===== src/rtl/cec_rx_pkg.sv =====
package cec_rx_pkg;
    localparam int NUM_SLOTS = 3;
    localparam int SLOT_W    = 2;
    localparam int CODE_W    = 2;
    localparam int BYTE_W    = 8;
    localparam int LA_W      = 4;
    localparam logic [LA_W-1:0] BCAST_ADDR = 4'hF;

    typedef enum logic [1:0] {
        ST_IDLE = 2'd0,
        ST_FILL = 2'd1,
        ST_SKIP = 2'd2
    } rx_state_t;
endpackage


===== src/rtl/cec_rx_addr_filter.sv =====
module cec_rx_addr_filter
    import cec_rx_pkg::*;
#(
    parameter int NUM_LA = 3
) (
    input  logic [LA_W-1:0]        dest,
    input  logic [NUM_LA-1:0]      la_en,
    input  logic [NUM_LA*LA_W-1:0] la_list,
    output logic                   hit
);
    logic [NUM_LA-1:0] slot_hit;

    for (genvar k = 0; k < NUM_LA; k++) begin : g_la
        assign slot_hit[k] = la_en[k] && (la_list[k*LA_W +: LA_W] == dest);
    end

    assign hit = (dest == BCAST_ADDR) || (|slot_hit);
endmodule


===== src/rtl/cec_rx_order_track.sv =====
module cec_rx_order_track
    import cec_rx_pkg::*;
(
    input  logic                          clk,
    input  logic                          rst_n,
    input  logic                          commit,
    input  logic [SLOT_W-1:0]             commit_slot,
    input  logic [NUM_SLOTS-1:0]          release_req,
    output logic [NUM_SLOTS*CODE_W-1:0]   order_field,
    output logic [NUM_SLOTS-1:0]          occupied
);
    logic [CODE_W-1:0] code_q [NUM_SLOTS];
    logic [CODE_W-1:0] code_d [NUM_SLOTS];
    logic [NUM_SLOTS-1:0] freed;
    logic [CODE_W-1:0] held_cnt;
    logic [CODE_W-1:0] dec;

    for (genvar s = 0; s < NUM_SLOTS; s++) begin : g_pack
        assign occupied[s] = (code_q[s] != '0);
        assign order_field[s*CODE_W +: CODE_W] = code_q[s];
    end

    assign freed = release_req & occupied;

    always_comb begin
        held_cnt = '0;
        for (int s = 0; s < NUM_SLOTS; s++) begin
            if (occupied[s] && !freed[s]) begin
                held_cnt = held_cnt + CODE_W'(1);
            end
        end
        for (int s = 0; s < NUM_SLOTS; s++) begin
            dec = '0;
            for (int j = 0; j < NUM_SLOTS; j++) begin
                if (freed[j] && (code_q[j] < code_q[s])) begin
                    dec = dec + CODE_W'(1);
                end
            end
            if (freed[s] || !occupied[s]) begin
                code_d[s] = '0;
            end else begin
                code_d[s] = code_q[s] - dec;
            end
        end
        if (commit) begin
            code_d[commit_slot] = held_cnt + CODE_W'(1);
        end
    end

    always_ff @(posedge clk or negedge rst_n) begin
        if (!rst_n) begin
            for (int s = 0; s < NUM_SLOTS; s++) code_q[s] <= '0;
        end else begin
            for (int s = 0; s < NUM_SLOTS; s++) code_q[s] <= code_d[s];
        end
    end
endmodule


===== src/rtl/cec_rx_slot_mem.sv =====
module cec_rx_slot_mem
    import cec_rx_pkg::*;
#(
    parameter int MAX_BYTES = 16,
    localparam int IDX_W = $clog2(MAX_BYTES),
    localparam int LEN_W = $clog2(MAX_BYTES + 1)
) (
    input  logic              clk,
    input  logic              rst_n,
    input  logic              wr_en,
    input  logic [SLOT_W-1:0] wr_slot,
    input  logic [IDX_W-1:0]  wr_idx,
    input  logic [BYTE_W-1:0] wr_data,
    input  logic              len_we,
    input  logic [LEN_W-1:0]  len_val,
    input  logic [SLOT_W-1:0] rd_slot,
    input  logic [IDX_W-1:0]  rd_idx,
    output logic [BYTE_W-1:0] rd_data,
    output logic [LEN_W-1:0]  rd_len
);
    logic [BYTE_W-1:0] slot_byte [NUM_SLOTS];
    logic [LEN_W-1:0]  slot_len  [NUM_SLOTS];

    for (genvar s = 0; s < NUM_SLOTS; s++) begin : g_slot
        logic [BYTE_W-1:0] bytes_q [MAX_BYTES];
        logic [LEN_W-1:0]  len_q;
        logic              sel;

        assign sel = (wr_slot == SLOT_W'(s));

        always_ff @(posedge clk or negedge rst_n) begin
            if (!rst_n) begin
                len_q <= '0;
            end else if (len_we && sel) begin
                len_q <= len_val;
            end
        end

        always_ff @(posedge clk) begin
            if (wr_en && sel) begin
                bytes_q[wr_idx] <= wr_data;
            end
        end

        assign slot_byte[s] = bytes_q[rd_idx];
        assign slot_len[s]  = len_q;
    end

    always_comb begin
        rd_data = '0;
        rd_len  = '0;
        for (int s = 0; s < NUM_SLOTS; s++) begin
            if (rd_slot == SLOT_W'(s)) begin
                rd_data = slot_byte[s];
                rd_len  = slot_len[s];
            end
        end
    end
endmodule


===== src/rtl/cec_rx_frame_store.sv =====
module cec_rx_frame_store
    import cec_rx_pkg::*;
#(
    parameter int MAX_BYTES = 16,
    localparam int IDX_W = $clog2(MAX_BYTES),
    localparam int LEN_W = $clog2(MAX_BYTES + 1)
) (
    input  logic                          clk,
    input  logic                          rst_n,
    input  logic                          in_valid,
    input  logic [BYTE_W-1:0]             in_byte,
    input  logic                          in_last,
    input  logic                          in_err,
    input  logic [NUM_SLOTS:0]            buf_ctrl,
    input  logic [NUM_SLOTS-1:0]          addr_en,
    input  logic [NUM_SLOTS*LA_W-1:0]     addr_list,
    input  logic [SLOT_W-1:0]             rd_buf,
    input  logic [IDX_W-1:0]              rd_idx,
    output logic [BYTE_W-1:0]             rd_byte,
    output logic [LEN_W-1:0]              rd_len,
    output logic [NUM_SLOTS*CODE_W-1:0]   order_field,
    output logic [NUM_SLOTS-1:0]          ready_irq
);
    rx_state_t state_q, state_d;
    logic [LEN_W-1:0]     cnt_q, cnt_d;
    logic [SLOT_W-1:0]    tgt_q, tgt_d;
    logic [NUM_SLOTS-1:0] clr_q;
    logic [NUM_SLOTS-1:0] release_req;
    logic [NUM_SLOTS-1:0] occupied;
    logic                 multi_mode;
    logic                 hdr_ok;
    logic                 have_free;
    logic [SLOT_W-1:0]    free_slot;
    logic                 wr_en;
    logic [SLOT_W-1:0]    wr_slot;
    logic [IDX_W-1:0]     wr_idx;
    logic                 commit;
    logic [LEN_W-1:0]     commit_len;

    assign multi_mode  = buf_ctrl[NUM_SLOTS];
    assign release_req = clr_q & ~buf_ctrl[NUM_SLOTS-1:0];
    assign ready_irq   = occupied;

    cec_rx_addr_filter #(.NUM_LA(NUM_SLOTS)) u_filter (
        .dest    (in_byte[LA_W-1:0]),
        .la_en   (addr_en),
        .la_list (addr_list),
        .hit     (hdr_ok)
    );

    always_comb begin
        have_free = 1'b0;
        free_slot = '0;
        for (int s = NUM_SLOTS - 1; s >= 0; s--) begin
            if (!occupied[s] && (multi_mode || s == 0)) begin
                have_free = 1'b1;
                free_slot = SLOT_W'(s);
            end
        end
    end

    // state register
    always_ff @(posedge clk or negedge rst_n) begin
        if (!rst_n) begin
            state_q <= ST_IDLE;
            cnt_q   <= '0;
            tgt_q   <= '0;
            clr_q   <= '0;
        end else begin
            state_q <= state_d;
            cnt_q   <= cnt_d;
            tgt_q   <= tgt_d;
            clr_q   <= buf_ctrl[NUM_SLOTS-1:0];
        end
    end

    // next state and outputs
    always_comb begin
        state_d    = state_q;
        cnt_d      = cnt_q;
        tgt_d      = tgt_q;
        wr_en      = 1'b0;
        wr_idx     = '0;
        commit     = 1'b0;
        commit_len = '0;
        wr_slot    = tgt_q;
        unique case (state_q)
            ST_IDLE: begin
                wr_slot = free_slot;
                if (in_valid) begin
                    if (hdr_ok && have_free) begin
                        wr_en = 1'b1;
                        tgt_d = free_slot;
                        if (in_last) begin
                            commit     = !in_err;
                            commit_len = LEN_W'(1);
                        end else begin
                            state_d = ST_FILL;
                            cnt_d   = LEN_W'(1);
                        end
                    end else if (!in_last) begin
                        state_d = ST_SKIP;
                    end
                end
            end
            ST_FILL: begin
                if (in_valid) begin
                    if (cnt_q == LEN_W'(MAX_BYTES)) begin
                        state_d = in_last ? ST_IDLE : ST_SKIP;
                    end else begin
                        wr_en  = 1'b1;
                        wr_idx = cnt_q[IDX_W-1:0];
                        cnt_d  = cnt_q + LEN_W'(1);
                        if (in_last) begin
                            state_d    = ST_IDLE;
                            commit     = !in_err;
                            commit_len = cnt_q + LEN_W'(1);
                        end
                    end
                end
            end
            ST_SKIP: begin
                if (in_valid && in_last) begin
                    state_d = ST_IDLE;
                end
            end
            default: state_d = ST_IDLE;
        endcase
    end

    cec_rx_slot_mem #(.MAX_BYTES(MAX_BYTES)) u_mem (
        .clk     (clk),
        .rst_n   (rst_n),
        .wr_en   (wr_en),
        .wr_slot (wr_slot),
        .wr_idx  (wr_idx),
        .wr_data (in_byte),
        .len_we  (commit),
        .len_val (commit_len),
        .rd_slot (rd_buf),
        .rd_idx  (rd_idx),
        .rd_data (rd_byte),
        .rd_len  (rd_len)
    );

    cec_rx_order_track u_order (
        .clk         (clk),
        .rst_n       (rst_n),
        .commit      (commit),
        .commit_slot (wr_slot),
        .release_req (release_req),
        .order_field (order_field),
        .occupied    (occupied)
    );
endmodule


===== config.mk =====
export PLATFORM = sky130hd
export DESIGN_NAME = cec_rx_frame_store
export DESIGN_NICKNAME = d
export VERILOG_FILES = /design/src/rtl/cec_rx_pkg.sv /design/src/rtl/cec_rx_addr_filter.sv /design/src/rtl/cec_rx_order_track.sv /design/src/rtl/cec_rx_slot_mem.sv /design/src/rtl/cec_rx_frame_store.sv
export SDC_FILE = /design/constraint.sdc
export NUM_CORES = 1
export LEC_CHECK = 0
export ABC_AREA = 1
export BUFFER_PORTS_ARGS = -buffer_cell sky130_fd_sc_hd__buf_2
export CAP_MARGIN = 25
export CORE_MARGIN = 1.5
export CORE_UTILIZATION = 40
export DETAILED_ROUTE_END_ITERATION = 10
export PLACE_DENSITY_LB_ADDON = 0.08
export REMOVE_ABC_BUFFERS = 1
export SLEW_MARGIN = 25
export SYNTH_ARGS = -nofsm -noshare
export SYNTH_HDL_FRONTEND = slang
export SYNTH_SLANG_ARGS = --single-unit
export TNS_END_PERCENT = 30

===== constraint.sdc =====
create_clock -name clk -period 2.08 [get_ports clk]
set_input_delay 0.104 -clock clk [delete_from_list [all_inputs] [get_ports clk]]
set_output_delay 0.104 -clock clk [all_outputs]
set_load 0.02 [all_outputs]

==> run summary <==
H-tree Lvls -> 2
worst-path cell chain -> o21ai_1 > o22ai_1 > o211ai_1 > nand2_1 > nand2_1 > nand3_1 > buf_2
Root Driver -> clkbuf_16
Max Cap Viol -> 0
first-pass GRT wire length -> 73530 um
CP arrival -> 2040 ps
Buf+Inv Stages, Crit Path -> 1
maximum clock rate -> 0.4662 GHz
post-synthesis cell area -> 0.01764 mm2
CP delay by family, top -> compound AO/OA/AOI/OAI gates
post-DR vias/cell -> 5.323
top cells by count, synth -> 384 x edfxtp_1, 285 x nor2_1, 205 x o21ai_0
initial DRC count -> 833
routed via count -> 12180
Die Span Y -> 213.0 um
pin slew with the least headroom to its limit -> 783.1 ps
post-synth top area cell -> edfxtp_1
PnR worst setup slack -> -65.18 ps
starting density of the core -> 40.78%
Crit Path Category -> flop to output pin
startpoint type of the worst setup path -> flop
clock power share -> 40.8%
Synth area leaders -> edfxtp_1 65%, nor2_1 6.1%, o21ai_0 5.8%, dfrtp_1 4.7%, nand2_1 3.4%
Reg power frac -> 48.1%
drt wl/cell -> 21.50 um
DP Area -> 0.01971 mm2
pwr dens -> 866.5 mW/mm2
CP Capture Type -> output pin
DIE AREA -> 0.04537 mm2
design area -> 0.02219 mm2
Die X -> 213.0 um
layer with the highest usage -> met2
Logic pwr share -> 11.1%
final layout net count -> 1723
Worst path slowest cell -> edfxtp_1
Final HPWL DP -> 31030 um
part of the cycle the worst path needs -> 103.1%
met2 Usage GRT -> 35.56%
Final ANT Viol Nets -> 0
total iterations of the first detailed-routing run -> 7
Slew Viols, Final -> 0
IO Count -> 60
area grow syn2layout -> 25.76%
Total GRT Usage -> 21.80%
I/O Buffers -> 59
Sink Count -> 417
Post-synth EDFFs -> 384
switch share -> 23.81%
clk_skew -> 18.20 ps
internal power -> 14.65 mW
most numerous cell in the Yosys netlist -> edfxtp_1
total grt overflow -> 0
failing checks -> negative setup slack
vias in the first global route -> 11940
Yosys warning total -> 0
slowest stage delay, CP -> 360 ps
ant diodes -> 0
# setup viols final -> 52
Cell Rows -> 76
Post-Syn Instances -> 1474
net switching power -> 4.577 mW
Crit Path Max Fanout -> 1
WHS -> 41.95 ps
area of the core -> 0.04327 mm2
Worst-Skew Late Latency -> 570 ps
outcome -> finished, violations left
leak pwr -> 7.738 nW
Slew HR -> 47.79%
Worst Path Required -> 1980 ps
fin crit period -> 2145 ps
Inserted Clock Buffers -> 46
Distinct cells, synth -> 36
CP dominant cell by count -> nand2_1
CTS tree -> yes
post-synthesis sequential area ratio -> 70.04%
Async S/R FF share, synth -> 7.914%
met3 GRT Util -> 2.589%
worst vdd ir -> 0.5631 mV
share of cells above drive strength 1 -> 25.78%
Synth Register Bits -> 417
GPL Wtd Cong -> 0.8436
top_reg_cell synth -> edfxtp_1
Routed WL -> 49180 um
pin count of the biggest net entering global routing -> 59
RSZ-0062 raised after global routing -> yes
clk slew on worst S/H paths -> 60 ps
Setup WS pre-CTS -> -204.7 ps
Remaining DRCs -> 0
final hold viol count -> 0
Yosys top cell area share -> 65.36%
worst-case clock buffer depth -> 3
M1 GR Usage -> 30.39%
Min-Delay Path Class -> input port to flop
Core Util, Final -> 51.28%
initial antenna violation count -> 0
syn avg cell area -> 11.97 um2
[power groups by stage]
| stage | clock network (mW) | logic (mW) | registers [mW] |
|---|---|---|---|
| 6_report | 7.85 | 2.13 | 9.25 |
| 5_1_grt | 8.34 | 2.32 | 9.25 |
| 4_1_cts | 8.04 | 1.85 | 9.24 |
| 3_5_place_dp | 0 | 1.74 | 9.42 |
| 3_3_place_gp | 0 | 1.74 | 9.42 |
| 2_1_floorplan | 0 | 0.753 | 9.43 |
[flip-flops by register name, indices dropped and copies added, names as in the netlist]
name                  flops
u_mem.g_slot.bytes_q    384
cnt_q                     5
u_mem.g_slot.len_q       15
state_q                   2
u_order.order_field       6
tgt_q                     2
clr_q                     3
[layout by cell type (no fill, tap or decap), types with 6 or more instances in the layout]
cell type      instances
buf_12                24
buf_2                 53
buf_4                 92
buf_6                 54
clkbuf_1              11
clkbuf_16             49
clkinv_1               9
clkinv_2               6
dfrtp_1               28
dlygate4sd3_1          8
edfxtp_1             384
ha_1                  12
inv_1                 44
inv_2                 11
nand2_1              133
nand2_2               21
nand2_4                6
nand3_1               37
nand3_2               13
nor2_1               234
nor2_2                26
nor2_4                34
o211ai_1              35
o21ai_0              187
o21ai_1               36
o21ai_2                7
o221ai_1              57
o22ai_1               30
xnor2_1                6
[metrics by stage]
stage / power, mW / instances / TNS, ps
after global routing: 19.91 / 2288 / -22190
after floorplan: 10.19 / 1386 / -72400
after global placement: 11.15 / 2181 / -11230
final: 19.22 / 2288 / -1065
after CTS: 19.13 / 2273 / -8239
after detailed placement: 11.16 / 2181 / -12040
[worst paths after layout]
| path | slack [ps] | cells past startpoint | endpoint | from |
|---|---|---|---|---|
| worst max-delay path | -70 | 7 | rd_byte[4] | u_mem.g_slot[1].bytes_q[2][4]$_DFFE_PP_ |
| max in group asynchronous | 1370 | 2 | u_order.order_field[3]$_DFF_PN0_ | rst_n |
| worst max register to register | -30 | 11 | u_mem.g_slot[2].bytes_q[11][2]$_DFFE_PP_ | cnt_q[0]$_DFFE_PN0P_ |
| worst min-delay path | 40 | 2 | u_mem.g_slot[1].bytes_q[10][6]$_DFFE_PP_ | in_byte[6] |
| worst min register to register | 480 | 2 | u_mem.g_slot[0].len_q[2]$_DFFE_PN0P_ | u_mem.g_slot[0].len_q[2]$_DFFE_PN0P_ |
| min in group asynchronous | 160 | 2 | clr_q[0]$_DFF_PN0_ | rst_n |
[logic make-up (layout without fill, tap and decap cells)]
kind of cell | count (synthesis) | count (layout) | synth area share [%]
xor+xnor | 12 | 12 | 0.5957
buf+inv | 147 | 376 | 3.546
flops | 417 | 417 | 70.04
simple gates | 517 | 517 | 12.17
compound gates | 365 | 365 | 12.51
fa+ha+maj | 16 | 16 | 1.135
[final cells by class]
class	count	area, um2
inverter	59	236.5
fill	3803	21080
tap	585	732.0
clock buffer	58	1217
timing repair buffer	235	2205
clock inverter	24	224.0
multi-input combinational	910	5209
sequential	417	12360
[routing by layer]
metal | up-vias | share of wire [%]
li1 | 5749 | -
met1 | 6056 | 45
met2 | 307 | 48
met3 | 67 | 4.7
met4 | 0 | 2.3
met5 | - | 0
[repair_timing]
item                                    4_1_cts  5_1_grt
endpoints found under the setup margin      237      400
pin swaps                                    27       49
hold buffers                                  9        0
hold endpoints to repair                     45        0
buffers inserted                              1       14
resized for setup                            90      143
cloned                                        0        2
(Power assumes the default switching activity.)
